<file path="config.mk">
export PLATFORM = sky130hd
export DESIGN_NAME = bank_refresh_sched
export DESIGN_NICKNAME = d
export VERILOG_FILES = /design/src/rtl/bank_refresh_pkg.sv /design/src/rtl/pick_lowest.sv /design/src/rtl/bank_busy_timer.sv /design/src/rtl/refresh_credit.sv /design/src/rtl/bank_refresh_sched.sv
export SDC_FILE = /design/constraint.sdc
export NUM_CORES = 1
export LEC_CHECK = 0
export BUFFER_PORTS_ARGS = -buffer_cell sky130_fd_sc_hd__buf_2
export CAP_MARGIN = 20
export CORE_UTILIZATION = 45
export CTS_BUF_LIST = sky130_fd_sc_hd__clkbuf_16
export DETAILED_ROUTE_END_ITERATION = 16
export GPL_TIMING_DRIVEN = 0
export PLACE_DENSITY = 0.68
export SLEW_MARGIN = 0
export SYNTH_ARGS = -nofsm -noshare
export SYNTH_HDL_FRONTEND = slang
export SYNTH_SLANG_ARGS = --single-unit
</file>
<file path="constraint.sdc">
create_clock -name clk -period 5.1 [get_ports clk]
set_input_delay 1.02 -clock clk [delete_from_list [all_inputs] [get_ports clk]]
set_output_delay 1.02 -clock clk [all_outputs]
set_load 0.05 [all_outputs]
</file>
<file path="src/rtl/bank_refresh_pkg.sv">
package bank_refresh_pkg;

    typedef enum logic {
        ST_SCAN  = 1'b0,
        ST_ISSUE = 1'b1
    } sched_state_e;

    typedef enum logic [1:0] {
        SRC_NONE  = 2'd0,
        SRC_FORCE = 2'd1,
        SRC_DRAIN = 2'd2,
        SRC_IDLE  = 2'd3
    } pick_src_e;

endpackage

</file>
<file path="src/rtl/pick_lowest.sv">
module pick_lowest #(
    parameter int N  = 8,
    parameter int IW = 3
) (
    input  logic [N-1:0]  cand,
    output logic          found,
    output logic [IW-1:0] idx
);
    always_comb begin
        found = 1'b0;
        idx   = '0;
        for (int i = N - 1; i >= 0; i--) begin
            if (cand[i]) begin
                found = 1'b1;
                idx   = IW'(i);
            end
        end
    end
endmodule

</file>
<file path="src/rtl/bank_busy_timer.sv">
module bank_busy_timer #(
    parameter int CYC = 280
) (
    input  logic clk,
    input  logic rst_n,
    input  logic load,
    output logic busy
);
    localparam int CW = $clog2(CYC + 1);

    logic [CW-1:0] cnt_q;

    always_ff @(posedge clk) begin
        if (!rst_n) begin
            cnt_q <= '0;
        end else if (load) begin
            cnt_q <= CW'(CYC);
        end else if (cnt_q != '0) begin
            cnt_q <= cnt_q - 1'b1;
        end
    end

    assign busy = (cnt_q != '0);
endmodule

</file>
<file path="src/rtl/refresh_credit.sv">
module refresh_credit #(
    parameter int CMAX = 8,
    parameter int CW   = 5
) (
    input  logic                 clk,
    input  logic                 rst_n,
    input  logic                 tick,
    input  logic                 grant,
    output logic signed [CW-1:0] cred
);
    always_ff @(posedge clk) begin
        if (!rst_n) begin
            cred <= '0;
        end else begin
            case ({tick, grant})
                2'b10: if (int'(cred) > -CMAX) cred <= cred - 1'b1;
                2'b01: cred <= cred + 1'b1;
                default: ;
            endcase
        end
    end
endmodule

</file>
<file path="src/rtl/bank_refresh_sched.sv">
module bank_refresh_sched
    import bank_refresh_pkg::*;
#(
    parameter  int NUM_BANKS    = 8,
    parameter  int CREDIT_MAX   = 8,
    parameter  int REF_BUSY_CYC = 280,
    localparam int BANK_W       = $clog2(NUM_BANKS),
    localparam int CRED_W       = $clog2(CREDIT_MAX + 1) + 1
) (
    input  logic                     clk,
    input  logic                     rst_n,
    input  logic                     refresh_tick,
    input  logic [NUM_BANKS-1:0]     queue_nonempty,
    input  logic                     drain_mode,
    input  logic [NUM_BANKS-1:0]     drain_target,
    output logic                     ref_valid,
    output logic [BANK_W-1:0]        ref_bank,
    output logic [NUM_BANKS-1:0]     bank_busy,
    output logic signed [CRED_W-1:0] credit
);
    sched_state_e         state_q, state_d;
    pick_src_e            src_d;
    logic [BANK_W-1:0]    pick_d, pick_q;
    logic [NUM_BANKS-1:0] done_q, done_nx;
    logic [NUM_BANKS-1:0] avail, drain_set, idle_set;
    logic                 f_found, d_found, i_found;
    logic [BANK_W-1:0]    f_idx, d_idx, i_idx;
    logic                 at_floor, below_cap;

    // candidate sets: not yet refreshed this round and not under refresh
    always_comb begin
        avail     = ~done_q & ~bank_busy;
        drain_set = avail & drain_target & {NUM_BANKS{drain_mode}};
        idle_set  = avail & ~queue_nonempty;
        at_floor  = int'(credit) <= -CREDIT_MAX;
        below_cap = int'(credit) < CREDIT_MAX;
    end

    pick_lowest #(.N(NUM_BANKS), .IW(BANK_W)) u_pick_force (
        .cand(avail), .found(f_found), .idx(f_idx));
    pick_lowest #(.N(NUM_BANKS), .IW(BANK_W)) u_pick_drain (
        .cand(drain_set), .found(d_found), .idx(d_idx));
    pick_lowest #(.N(NUM_BANKS), .IW(BANK_W)) u_pick_idle (
        .cand(idle_set), .found(i_found), .idx(i_idx));

    // source priority: forced > write drain > idle bank
    always_comb begin
        src_d  = SRC_NONE;
        pick_d = '0;
        if (at_floor && f_found) begin
            src_d  = SRC_FORCE;
            pick_d = f_idx;
        end else if (below_cap && d_found) begin
            src_d  = SRC_DRAIN;
            pick_d = d_idx;
        end else if (below_cap && i_found) begin
            src_d  = SRC_IDLE;
            pick_d = i_idx;
        end
    end

    always_comb begin
        state_d = state_q;
        unique case (state_q)
            ST_SCAN:  state_d = (src_d != SRC_NONE) ? ST_ISSUE : ST_SCAN;
            ST_ISSUE: state_d = ST_SCAN;
        endcase
    end

    always_comb begin
        done_nx = done_q | ({{(NUM_BANKS-1){1'b0}}, 1'b1} << pick_q);
    end

    // state register with the latched choice and round vector
    always_ff @(posedge clk) begin
        if (!rst_n) begin
            state_q <= ST_SCAN;
            pick_q  <= '0;
            done_q  <= '0;
        end else begin
            state_q <= state_d;
            if (state_q == ST_SCAN && src_d != SRC_NONE) begin
                pick_q <= pick_d;
            end
            if (state_q == ST_ISSUE) begin
                done_q <= (&done_nx) ? '0 : done_nx;
            end
        end
    end

    // outputs
    always_comb begin
        ref_valid = (state_q == ST_ISSUE);
        ref_bank  = pick_q;
    end

    refresh_credit #(.CMAX(CREDIT_MAX), .CW(CRED_W)) u_credit (
        .clk(clk), .rst_n(rst_n), .tick(refresh_tick),
        .grant(ref_valid), .cred(credit));

    for (genvar b = 0; b < NUM_BANKS; b++) begin : g_busy
        bank_busy_timer #(.CYC(REF_BUSY_CYC)) u_tmr (
            .clk(clk), .rst_n(rst_n),
            .load(ref_valid && (pick_q == BANK_W'(b))),
            .busy(bank_busy[b]));
    end
endmodule

</file>
**After elaboration in Yosys (flattened, before gate mapping)**

Index checks and enable logic that the tools add are counted.

- $add $sub $neg: 10
- $lt $le $gt $ge: 3
- Equality and inequality tests: 10
- Shift operators: 1
- Mux-type cells: 75
- Bitwise operators: 10
- Reduce and logical (&&, ||, !) cells: 41

Operators with widths:

| cell | number |
|---|---|
| $mux 9 | 16 |
| $mux 3 | 27 |
| $reduce_bool 9->1 | 8 |
| $sub 9x1->9 const B | 8 |
| $and 8x8->8 | 4 |
| $mux 1 | 25 |
| $not 8->8 | 3 |
| $reduce_bool 2->1 | 10 |
| $reduce_or 2->1 | 8 |
| $eq 3x3->1 const B | 4 |
| $logic_and 1x1->1 | 12 |
| $pmux 5 s2 | 1 |
| $mux 8 | 1 |
| $or 8x8->8 | 1 |
| $reduce_and 8->1 | 1 |
| $shl 1x3->8 const A | 1 |
| $eq 3x2->1 const B | 2 |
| $mux 2 | 3 |
| $add 5x1->5 const B | 1 |
| $gt 5x4->1 const B | 1 |
| $le 5x4->1 const B | 1 |
| $lt 5x5->1 const B | 1 |
| $mux 5 | 1 |
| $sub 5x1->5 const B | 1 |
| other kinds (8) | 9 |

- Register bits: 89
- Input port bits: 20
- Output and inout port bits: 17

**Depth between registers and ports, before layout**

Gate-level depths: netlist (run 1).

- Depth after elaboration: 19
- Depth in mapped cells: 10

**Hierarchy**

From an unflattened synthesis (run 1), not the netlist that was laid out.

- Cells, all modules: 571
- Area, all modules: 5,111.2 um^2

By module, submodules not included:

| module | times used | cells an instance | area an instance (um^2) | sequential area each (um^2) |
|---|---|---|---|---|
| bank_busy_timer | 8 | 48 | 461.7 | 180.2 |
| bank_refresh_sched | 1 | 111 | 794.5 | 240.2 |
| refresh_credit | 1 | 37 | 382.9 | 100.1 |
| pick_lowest | 3 | 13 | 80.1 | 0.0 |

**Least setup slack after synthesis (run 1)**

No wires, ideal clock.

- Kind: register -> output
- From: register g_busy[1].u_tmr.cnt_q[0]
- To: output port bank_busy[1]
- Arrival time: 1.743 ns
- Slack: 2.337 ns
- Stages on the path, launching flop included: 8
- Buffers on the path: 1
- Cell sequence: dfxtp_1 inv_1 ha_1 or3b_2 or2_2 nor2_1 inv_1 buf_4

- Cells in the longest elaborated chain, start to end: 1

Ends and longest elaborated chain:

| item | RTL line | text |
|---|---|---|
| start, declared | bank_busy_timer.sv:11 | `logic [CW-1:0] cnt_q;` |
| start signal, assigned | bank_busy_timer.sv:17 | `cnt_q <= CW'(CYC);` |
| start signal, assigned | bank_busy_timer.sv:19 | `cnt_q <= cnt_q - 1'b1;` |
| $reduce_bool 9->1 | bank_busy_timer.sv:23 | `assign busy = (cnt_q != '0);` |
| end, declared | bank_refresh_sched.sv:18 | `output logic [NUM_BANKS-1:0] bank_busy,` |

No other way between the ends.

**Worst setup path in the final report (run 1)**

- From: register g_busy[6].u_tmr.cnt_q[0]
- To: output port bank_busy[6]

- Cells in the longest elaborated chain, start to end: 1

Ends and longest elaborated chain:

| item | RTL line |
|---|---|
| start, declared | bank_busy_timer.sv:11 |
| start signal, assigned | bank_busy_timer.sv:17 |
| start signal, assigned | bank_busy_timer.sv:19 |
| $reduce_bool 9->1 | bank_busy_timer.sv:23 |

No other way between the ends.

==> results of run 1 <==
## Yosys cell counts, drive strengths merged, types with 2 or more instances
library cell   n  area [sq um]
nand3b         6          45.0
o31ai          5          42.5
or4b           2          20.0
o21ai         11          58.8
nand2b        10          62.6
or3           11          71.3
a31oi          8          65.1
and2           3          21.3
o22ai          6          43.8
nor4          12          87.6
a2111oi        2          17.5
nor2          83           312
buf           12          98.8
and3           3          20.0
or3b           3          26.3
nand2         43           164
xnor2         32           280
nor3          12          60.1
a21boi         3          22.5
nor3b          5          37.5
dfxtp         89          1780
or2            2          12.5
nor2b          6          37.5
nor4b          7          61.3
clkbuf         7          47.5
nand4         14          87.6
a211oi         7          52.6
ha            17           213
inv           30           113
nand3         14          75.1
a21oi         58           290
a21o           3          23.8
or4            6          60.1
a22oi          2          15.0
xor2          15           131
## tightest hold or removal path, stage by stage, from the launching register on
cell and delay (ns):
dfxtp_1 0.32, nand2_1 0.06, a21oi_1 0.06
## per-stage QoR
| step | hold slack (ns) | area [sq um] | total power, uW | setup slack (ns) |
|---|---|---|---|---|
| floorplan | 0.450 | 4730 | 3270 | 2.34 |
| global placement | 0.463 | 5080 | 3680 | 2.02 |
| detailed placement | 0.477 | 5090 | 3760 | 1.99 |
| CTS | 0.487 | 5400 | 4480 | 1.62 |
| global route | 0.524 | 5410 | 4830 | 1.39 |
| finish | 0.487 | 5410 | 4470 | 1.57 |
## sequential cells by signal, summed over array words and instances (netlist names)
register and count:
g_busy.u_tmr.cnt_q 72, ref_valid 1, done_q 8, u_credit.cred 5, ref_bank 3
## power by group through the flow
stage / Clock, uW / Combinational [uW] / Sequential, uW
after floorplan: 0 / 2000 / 1270
after detailed placement: 0 / 2540 / 1230
final: 693 / 2560 / 1220
after global routing: 739 / 2840 / 1250
after global placement: 0 / 2470 / 1210
after CTS: 707 / 2560 / 1220
## layout by cell type, fill, tap and decap left out, drive strengths merged, types with 4 or more instances in the layout
cell type,netlist,routed
clkinv,0,4
o22ai,6,6
nor3,12,12
xor2,15,15
dfxtp,89,89
nor3b,5,5
ha,17,17
o31ai,5,5
nand2b,10,10
clkbuf,7,17
nand4,14,14
nor2b,6,6
nor2,83,83
xnor2,32,32
inv,30,30
nor4,12,12
nand3,14,14
nand3b,6,6
o21ai,11,11
a31oi,8,8
or4,6,6
buf,12,48
a21oi,58,58
nor4b,7,7
a211oi,7,7
or3,11,11
nand2,43,43
## per-layer routing
layer	GRT usage, %	up-vias	share of wire, %
met3	5.49	17	6.1
met2	35.5	113	47
met5	0	-	0
met1	25.7	1972	45
li1	-	2092	-
met4	5.92	0	1.3
## final timing paths
kind,to,slack (ns),from
hold / removal,g_busy[0].u_tmr.cnt_q[8]$_SDFFE_PN0P_,0.49,g_busy[0].u_tmr.cnt_q[8]$_SDFFE_PN0P_
hold reg to reg,g_busy[0].u_tmr.cnt_q[8]$_SDFFE_PN0P_,0.49,g_busy[0].u_tmr.cnt_q[8]$_SDFFE_PN0P_
setup / recovery,bank_busy[6],1.57,g_busy[6].u_tmr.cnt_q[0]$_SDFFE_PP0P_
setup reg to reg,ref_bank[0]$_SDFFE_PN0P_,2.23,g_busy[6].u_tmr.cnt_q[0]$_SDFFE_PP0P_
## cell families after synthesis
kind of cell / share of synthesized area (%)
buffers and inverters: 5.47
multiplexers: 0.211
AO/OA/AOI/OAI: 15.8
flip-flops: 37.6
adder cells (fa/ha/maj): 4.92
AND/OR/NAND/NOR: 27.2
XOR/XNOR: 8.70
## final cells by class
cell class | instances | area, sq um | share of cell area, %
Multi-Input combinational cell | 427 | 2700 | 50.0
Sequential cell | 89 | 1780 | 33.0
Clock buffer | 9 | 225 | 4.17
Buffer | 19 | 146 | 2.71
Inverter | 30 | 113 | 2.08
Timing Repair Buffer | 37 | 184 | 3.40
Tap cell | 136 | 170 | 3.15
Clock inverter | 7 | 85.1 | 1.57
==> impl_summary.log, run 1 <==
[metrics] core outline area: 0.0103 sq mm
[metrics] chip height: around 100 um
[metrics] maximum buffer depth of the clock tree: 2
[metrics] number of cells produced by synthesis: between 500 and 600
[metrics] slowest cell on the critical path: nor4b_1
[metrics] wirelength, routed: between 10 and 15 mm
[metrics] library cells used by synthesis: 68
[metrics] area of the mapped netlist: 0.00473 sq mm
[metrics] unrepaired setup endpoints after global routing: no
[metrics] critical path peak fanout: 7
[metrics] detail-routed via count per cell: 5.56
[metrics] endpoint class of the critical path: output port
[metrics] GRT overflow: 0
[metrics] global-route total usage across every layer: 20.8%
[metrics] path type of the worst setup path: register to output port
[metrics] final routed DRC violation total: 2
[metrics] Final Max Slew Viols: 0
[metrics] CTS H-tree depth: 3
[metrics] sort of element at the start of the critical path: register
[metrics] P_leak: 0.00216 uW
[metrics] clk root buf: clkbuf_16
[metrics] final count of hold timing violations: 0
[metrics] Iter 0 DRT Violations: around 250
[metrics] internal power: 2470 uW
[metrics] number of nets at the end of the flow: 651
[metrics] data required time of the critical path: 4.08 ns
[metrics] share of power burned in combinational logic: 57.3%
[metrics] clock transition at the registers of the reported paths: 0.06 ns
[metrics] number of sinks driven by the clock tree: about 90
[metrics] depth of the worst register-to-register path: 9
[metrics] Most used DFF post-synth: dfxtp_1
[metrics] class of the worst hold path: register to register
[metrics] time the worst path needs with I/O delays and setup: approximately 3.5 ns
[metrics] number of enable flip-flop cells after synthesis: 0
[metrics] global-route wire length before repair: 18.1 mm
[metrics] post-route non-filler standard cell count: 754
[metrics] count of fill cells added during filler insertion: between 900 and 1000
[metrics] Port Buf Inserts: 36
[metrics] pin count of the biggest net entering global routing: 15
[metrics] DP HPWL: 8.31 mm
[metrics] highest ir drop seen on vdd: 0.000479 V
[metrics] period utilisation layout: ~69%
[metrics] final-layout setup total negative slack: 0 ns
[metrics] post-CTS setup-driven buffer insertion count: 0
[metrics] post-layout utilization of the core: 52.6%
[metrics] # Max-Cap Violations: 0
[metrics] run status: complete, but fails checks
[metrics] cell row count: 37
[metrics] antenna-violating nets left: 0
[metrics] Max-slew headroom: 29.6%
[metrics] full die area: 0.0109 sq mm
[metrics] starting density of the core: a little under half
[metrics] per-instance average area after synthesis: ~8.4 sq um
[metrics] synthesized net count: approximately 600
[metrics] Levels on crit path: 6
[metrics] CTS tree: done
[metrics] post-cts repair resize count: 0
[metrics] fraction of registers with async set or reset after synthesis: 0%
[metrics] ratio of cells with drive above 1 in the final layout: roughly 15%
[metrics] post-synthesis sequential element count: 89
[metrics] worst slew pin tran: 1.05 ns
[metrics] Ys Warns: 0
[metrics] number of detailed-routing iterations run before antenna repair: 11
[metrics] achievable frequency: 283 MHz
[metrics] worst setup skew after layout: 0.00748 ns
[metrics] total number of vias: 4194
[metrics] global placement routability congestion: about 0.9
[metrics] via count of the first global-routing pass: 3906
[metrics] maximum cell stage delay along the critical path: 0.79 ns
[metrics] n_diodes: 0
[metrics] number of top-level pins: 37
[metrics] initial antenna violation count: 0
[metrics] hold buffer count at CTS: 0
[metrics] area added between synthesis and finish: 14.2%
[metrics] setup violators final: 0
[metrics] sequential share of power: 27.2%
[metrics] Worst Path Buf+Inv: 3
[metrics] CP cell instances: inv_1 -> ha_1 -> nor4b_1 -> nand2_1 -> buf_4 -> buf_2
[metrics] family of cells with the greatest summed delay on the critical path: simple AND/OR/NAND/NOR gates
[metrics] data arrival time of the worst path: 2.51 ns
[metrics] latest clock arrival within the worst-skew pair: 0.34 ns
[metrics] switching portion of total power: roughly 45%
[metrics] power per unit of standard cell area: between 800 and 900 mW/mm^2
[metrics] worst hold path depth: 2
[metrics] cts bufs inserted: 9
[metrics] switching pwr: 2000 uW
[metrics] clock group share of total power: approximately 16%
[metrics] DIE WIDTH: 105 um
[metrics] sequential element share of the synthesized area: 37.6%
[metrics] Cells after DPL: 737
[metrics] violated checks: design-rule violations
[metrics] post-detailed-route wirelength per cell: 14.6 um
Power figures use the tool's default switching activity.
==> run 2, diff against run 1 <==
Settings changed: ABC_AREA set to 1.
Clock period 5.1 ns to 3.4 ns, I/O delays scaled along.
==> impl_summary.log, run 2 <==
[metrics] run status: complete, no violations
[metrics] Placed Area: 0.00525 sq mm
[metrics] number of cells produced by synthesis: 702
[metrics] most used cell along the critical path: inv_1
[metrics] post-synthesis sequential element count: 89
[metrics] Worst Setup SP: g_busy[1].u_tmr.cnt_q[0]$_SDFFE_PP0P_
[metrics] class of the worst hold path: register to register
[metrics] footprint of the flip-flops and latches: between 0.0015 and 0.002 sq mm
[metrics] switching portion of total power: 47.7%
[metrics] ratio of cells with drive above 1 in the final layout: between 10% and 20%
[metrics] area of the mapped netlist: 0.00490 sq mm
[metrics] synthesized net count: 740
[metrics] wirelength, routed: approximately 11 mm
[metrics] DIE WIDTH: ~110 um
[metrics] number of sinks driven by the clock tree: 89
[metrics] worst setup skew after layout: 0.00414 ns
[metrics] library cells used by synthesis: 46
[metrics] share of power burned in combinational logic: a little under three fifths
[metrics] data arrival time of the worst path: just under 2 ns
[metrics] core outline area: 0.0105 sq mm
[metrics] max FFs per register: ~70
[metrics] most common cell in the netlist: nand2_1
[metrics] sequential share of power: 26.7%
[metrics] Most used DFF post-synth: dfxtp_1
[metrics] starting density of the core: 46.9%
[metrics] Worst Path Buf+Inv: 5
[metrics] number of enable flip-flop cells after synthesis: 0
[metrics] internal power: 3350 uW
[metrics] maximum buffer depth of the clock tree: 2
[metrics] top register by number of flip-flops: g_busy.u_tmr.cnt_q
[metrics] setup slack of the most critical reg-to-reg path: 1.07 ns
[metrics] fraction of post-synthesis cell area in the top cell type by area: 36.3%
[metrics] period utilisation layout: 77.4%
[metrics] ranking of synthesized cells by instance count: nand2_1, inv_1, nor2_1
[metrics] cell area after layout: 0.00556 sq mm
[metrics] clk root buf: clkbuf_16
[metrics] Port Buf Inserts: 34
[metrics] latest clock arrival within the worst-skew pair: 0.34 ns
[metrics] most frequent cells in the layout: nand2_1, inv_1, nor2_1
[metrics] busiest grt layer: met2
[metrics] sort of element at the start of the critical path: register
[metrics] critical path peak fanout: 6
[metrics] crit path to: bank_busy[1]
[metrics] Hold Worst Slack: approximately 0.46 ns
[metrics] most area-consuming cells after synthesis: dfxtp_1, nand2_1, inv_1
[metrics] Max-slew headroom: 54.4%
[metrics] final count of hold timing violations: 0
[metrics] count of fill cells added during filler insertion: 1035
[metrics] post-detailed-route wirelength per cell: 12.8 um
[metrics] cts bufs inserted: 9
[metrics] GRT overflow: 0
[metrics] slowest cell on the critical path: dfxtp_1
[metrics] clock transition at the registers of the reported paths: 0.06 ns
[metrics] Levels on crit path: 9
[metrics] family of cells with the greatest summed delay on the critical path: buffers and inverters
[metrics] maximum cell stage delay along the critical path: a little over 0.3 ns
[metrics] post-CTS setup-driven buffer insertion count: 0
[metrics] cell row count: 37
[metrics] final routed DRC violation total: 0
[metrics] detail-routed via count per cell: slightly above 5
[metrics] sequential element share of the synthesized area: 36.3%
[metrics] n_diodes: 0
[metrics] via count of the first global-routing pass: approximately 4300
[metrics] switching pwr: approximately 3000 uW
[metrics] # Max-Cap Violations: 0
[metrics] data required time of the critical path: 2.72 ns
[metrics] antenna-violating nets left: 0
[metrics] pin count of the biggest net entering global routing: 15
[metrics] routing usage on met2: a little under two fifths
[metrics] depth of the worst register-to-register path: 10
[metrics] path type of the worst setup path: register to output port
[metrics] chip height: 106 um
[metrics] top flop regs: g_busy.u_tmr.cnt_q x72, done_q x8, u_credit.cred x5
[metrics] area added between synthesis and finish: 13.3%
[metrics] worst min-delay path startpoint: g_busy[0].u_tmr.cnt_q[0]$_SDFFE_PP0P_
[metrics] most common cell after layout, fill and taps aside: nand2_1
[metrics] unrepaired setup endpoints after global routing: no
[metrics] CTS H-tree depth: 3
[metrics] setup violators final: 0
[metrics] global placement routability congestion: 0.987
[metrics] number of detailed-routing iterations run before antenna repair: 5
[metrics] achievable frequency: 380 MHz
[metrics] endpoint class of the critical path: output port
[metrics] P_leak: 0.00262 uW
[metrics] hold buffer count at CTS: 0
[metrics] fraction of registers with async set or reset after synthesis: 0%
[metrics] area occupied by multi-input gates: approximately 0.0026 sq mm
[metrics] CTS tree: done
[metrics] full die area: 0.0113 sq mm
[metrics] Ys Warns: 0
[metrics] number of nets at the end of the flow: 785
[metrics] initial antenna violation count: 0
[metrics] per-instance average area after synthesis: 6.99 sq um
[metrics] worst slew pin tran: 0.681 ns
[metrics] DP HPWL: about 8.8 mm
[metrics] post-cts repair resize count: 0
[metrics] Iter 0 DRT Violations: 308
[metrics] final-layout setup total negative slack: 0 ns
[metrics] launch instance of the worst register-to-register path: ref_valid$_SDFF_PP0_
[metrics] global-route wire length before repair: 19.3 mm
[metrics] highest ir drop seen on vdd: 0.000777 V
[metrics] endpoint of the worst register-to-register path: u_credit.cred[4]$_SDFFE_PN0P_
[metrics] met1 track demand over resource in global routing: 26.7%
[metrics] Final Max Slew Viols: 0
[metrics] time the worst path needs with I/O delays and setup: 2.63 ns
[metrics] Final Power: between 6000 and 7000 uW
[metrics] global-route total usage across every layer: 21.4%
[metrics] met3 Usage GRT: a little under 4%
[metrics] power per unit of standard cell area: ~1200 mW/mm^2
[metrics] CP cell instances: inv_1 -> ha_1 -> nand3_2 -> nor2_2 -> inv_2 -> nor2_4 -> inv_1 -> buf_4 -> buf_2
[metrics] total number of vias: 4587
[metrics] number of top-level pins: 37
[metrics] library cell with the largest summed area after synthesis: dfxtp_1
[metrics] clock group share of total power: 16.3%
-- run 2: metrics by stage --
step                utilization [%]  instances  setup slack (ns)
floorplan                         -        702             0.940
global placement               50.1        872              1.02
detailed placement             50.1        872             0.986
CTS                            53.1        888             0.751
global route                   53.1        888             0.648
finish                         53.1        888             0.770
-- run 2: how the worst min path moves through the flow --
stage	endpoint	slack [ns]	cells after the start
3_5_place_dp	g_busy[0].u_tmr.cnt_q[0]$_SDFFE_PP0P_	0.46	2
4_1_cts	g_busy[0].u_tmr.cnt_q[0]$_SDFFE_PP0P_	0.47	2
2_1_floorplan	g_busy[7].u_tmr.cnt_q[0]$_SDFFE_PP0P_	0.44	2
5_1_grt	g_busy[7].u_tmr.cnt_q[0]$_SDFFE_PP0P_	0.49	2
3_3_place_gp	g_busy[7].u_tmr.cnt_q[0]$_SDFFE_PP0P_	0.45	2
6_report	g_busy[0].u_tmr.cnt_q[0]$_SDFFE_PP0P_	0.46	2
-- run 2: layout make-up --
type	instances	share of cell area, %
multi-input cells	489	47.2
flip-flops and latches	89	32.1
inverters	109	7.41
clock buffers	9	4.05
repair buffers	34	3.06
well taps	136	3.06
plain buffers	15	1.62
clock inverters	7	1.53
-- run 2: worst min-delay path: stages (launching register included) --
cell,delay (ns)
dfxtp_1,0.31
nand2_1,0.06
a21oi_1,0.05
-- run 2: power groups by stage --
| stage | clock (uW) | combinational (uW) | sequential, uW |
|---|---|---|---|
| global route | 1120 | 4130 | 1770 |
| CTS | 1070 | 3650 | 1710 |
| floorplan | 0 | 2850 | 1810 |
| global placement | 0 | 3490 | 1710 |
| detailed placement | 0 | 3630 | 1730 |
| finish | 1040 | 3650 | 1720 |
-- run 2: layer usage --
metal | share of wire, % | vias to the layer above
li1 | - | 2356
met1 | 47 | 2110
met2 | 48 | 108
met3 | 3.7 | 13
met4 | 1.4 | 0
met5 | 0 | -
-- run 2: logic make-up (layout without fill, tap and decap cells) --
logic type	count (synthesis)	after routing	synth area share [%]
simple gates	341	341	31.7
buf+inv	124	174	10.2
compound gates	107	107	12.9
flops	89	89	36.3
xor+xnor	22	22	3.93
fa+ha+maj	18	18	4.74
mux	1	1	0.204
==> run 3, diff against run 2 <==
Settings changed: ABC_AREA 1 to 0.
Clock period 3.4 ns to 2.5 ns, I/O delays scaled along.
==> impl_summary.log, run 3 (synthesized netlist as in run 1, its figures left out) <==
[metrics] worst min-delay path startpoint: g_busy[2].u_tmr.cnt_q[8]$_SDFFE_PN0P_
[metrics] core outline area: 0.0103 sq mm
[metrics] DP Worst Slack: -0.285 ns
[metrics] number of nets at the end of the flow: between 600 and 700
[metrics] data arrival time of the worst path: 2.68 ns
[metrics] initial antenna violation count: 0
[metrics] chip height: 105 um
[metrics] setup violators final: 0
[metrics] path type of the worst setup path: register to register
[metrics] latest clock arrival within the worst-skew pair: 0.34 ns
[metrics] Port Buf Inserts: 36
[metrics] footprint of the flip-flops and latches: 0.00179 sq mm
[metrics] data required time of the critical path: around 2.8 ns
[metrics] clock transition at the registers of the reported paths: 0.06 ns
[metrics] critical path peak fanout: 6
[metrics] top flop regs: g_busy.u_tmr.cnt_q x72, done_q x8, u_credit.cred x5
[metrics] max FFs per register: 72
[metrics] P_leak: 0.00229 uW
[metrics] Final Max Slew Viols: 0
[metrics] post-route non-filler standard cell count: between 700 and 800
[metrics] internal power: 5440 uW
[metrics] switching portion of total power: 44.6%
[metrics] starting density of the core: 46.1%
[metrics] full die area: 0.0109 sq mm
[metrics] antenna-violating nets left: 0
[metrics] clk root buf: clkbuf_16
[metrics] global placement routability congestion: 0.898
[metrics] Worst Setup SP: g_busy[3].u_tmr.cnt_q[1]$_SDFFE_PP0P_
[metrics] global-route wire length before repair: 18.6 mm
[metrics] cts bufs inserted: 9
[metrics] run status: complete, but fails checks
[metrics] achievable frequency: 414 MHz
[metrics] share of power burned in combinational logic: 59.2%
[metrics] sequential share of power: 26.4%
[metrics] CTS tree: done
[metrics] most common cell after layout, fill and taps aside: dfxtp_1
[metrics] unrepaired setup endpoints after global routing: yes
[metrics] area occupied by multi-input gates: 0.00295 sq mm
[metrics] final count of hold timing violations: 0
[metrics] global-route total usage across every layer: 21.5%
[metrics] highest ir drop seen on vdd: between 0.0009 and 0.001 V
[metrics] number of detailed-routing iterations run before antenna repair: 12
[metrics] maximum buffer depth of the clock tree: 2
[metrics] endpoint class of the critical path: register
[metrics] launch instance of the worst register-to-register path: g_busy[3].u_tmr.cnt_q[1]$_SDFFE_PP0P_
[metrics] violated checks: design-rule violations
[metrics] time the worst path needs with I/O delays and setup: between 2 and 2.5 ns
[metrics] detail-routed via count per cell: between 5 and 6
[metrics] switching pwr: 4380 uW
[metrics] worst setup margin: 0.0830 ns
[metrics] DP HPWL: 8.31 mm
[metrics] DIE WIDTH: 105 um
[metrics] clock group share of total power: 14.4%
[metrics] number of sinks driven by the clock tree: 89
[metrics] wirelength, routed: 11.5 mm
[metrics] post-detailed-route wirelength per cell: 15.1 um
[metrics] pin count of the biggest net entering global routing: 15
[metrics] n_diodes: 0
[metrics] cell row count: 37
[metrics] count of fill cells added during filler insertion: around 960
[metrics] GRT overflow: 0
[metrics] most frequent cells in the layout: dfxtp_1, nor2_1, a21oi_1
[metrics] total number of vias: 4238
[metrics] ratio of cells with drive above 1 in the final layout: 21.4%
[metrics] hold buffer count at CTS: 0
[metrics] Cells after DPL: 737
[metrics] Iter 0 DRT Violations: 243
[metrics] # Max-Cap Violations: 0
[metrics] via count of the first global-routing pass: 3997
[metrics] CTS H-tree depth: 3
[metrics] class of the worst hold path: register to register
[metrics] top register by number of flip-flops: g_busy.u_tmr.cnt_q
[metrics] period utilisation layout: between 90% and 100%
[metrics] area added between synthesis and finish: 21.2%
[metrics] worst slew pin tran: 0.894 ns
[metrics] Max-slew headroom: 38.9%
[metrics] final routed DRC violation total: 2
[metrics] power per unit of standard cell area: between 1500 and 2000 mW/mm^2
[metrics] number of top-level pins: 37
[metrics] worst setup skew after layout: 0.00675 ns
[metrics] sort of element at the start of the critical path: register
run 3: changes by cell type in the layout (fill, tap and decap cells not counted), sizes merged, moves of 8 or more:
cell	change
xnor2	+20
inv	-79
nor2	-26
o21ai	-8
nor4	+12
nand2	-103
nand3	-20
buf	+10
nand2b	+10
or3	+9
run 3: critical path, cell delays in order (launching register included):
cell and delay, ns:
dfxtp_2 0.32, inv_2 0.07, ha_4 0.13, or4b_4 0.46
buf_4 0.15, or3_4 0.38, nand4_1 0.18, o31ai_4 0.11
a31oi_4 0.28, nand3_2 0.10, o22ai_1 0.15
run 3: per-stage QoR:
stage	utilization (%)	setup TNS, ns	hold WS, ns	total power [uW]	instance area (sq um)
after floorplan	-	0	0.450	6660	4730
after global placement	49.5	-4.06	0.463	7510	5080
after detailed placement	49.5	-1.16	0.477	7680	5090
after CTS	54.9	0	0.497	9590	5640
after global routing	55.8	-0.0296	0.533	10600	5740
final	55.8	0	0.502	9820	5740
run 3: timing repair:
| action | 4_1_cts | 5_1_grt |
|---|---|---|
| resized for setup | 43 | 19 |
| endpoints found under the setup margin | 12 | 19 |
| pin swaps | 6 | 2 |
| setup buffers | 8 | 1 |
run 3: power groups by stage:
stage | Clock, uW | Combinational [uW] | Sequential, uW
after floorplan | 0 | 4070 | 2590
after global placement | 0 | 5040 | 2460
after detailed placement | 0 | 5170 | 2500
after CTS | 1440 | 5590 | 2560
after global routing | 1510 | 6390 | 2670
final | 1410 | 5810 | 2600
run 3: per-layer routing:
layer  part of all wire (%)  GRT usage [%]  wire, um  up-vias
met5                      0              0         0        -
met4                   0.99           6.12       114        0
met3                    6.3           5.74       728        9
met2                     49           36.9      5580      119
met1                     44           26.3      5060     2007
li1                       -              -         -     2103
run 3: cell type report:
type | instances | area share [%]
multi-input combinational | 427 | 51.5
inverter | 30 | 1.96
tap | 136 | 2.97
timing repair buffer | 46 | 4.78
buffer | 17 | 2.22
clock inverter | 7 | 1.48
sequential | 89 | 31.2
clock buffer | 9 | 3.93
run 3: path summary, 6_finish.rpt:
check | end | slack, ns | cells past startpoint
max reg2reg | ref_bank[0]$_SDFFE_PN0P_ | 0.08 | 10
min | g_busy[2].u_tmr.cnt_q[8]$_SDFFE_PN0P_ | 0.50 | 2
min reg2reg | g_busy[2].u_tmr.cnt_q[8]$_SDFFE_PN0P_ | 0.50 | 2
max | ref_bank[0]$_SDFFE_PN0P_ | 0.08 | 10
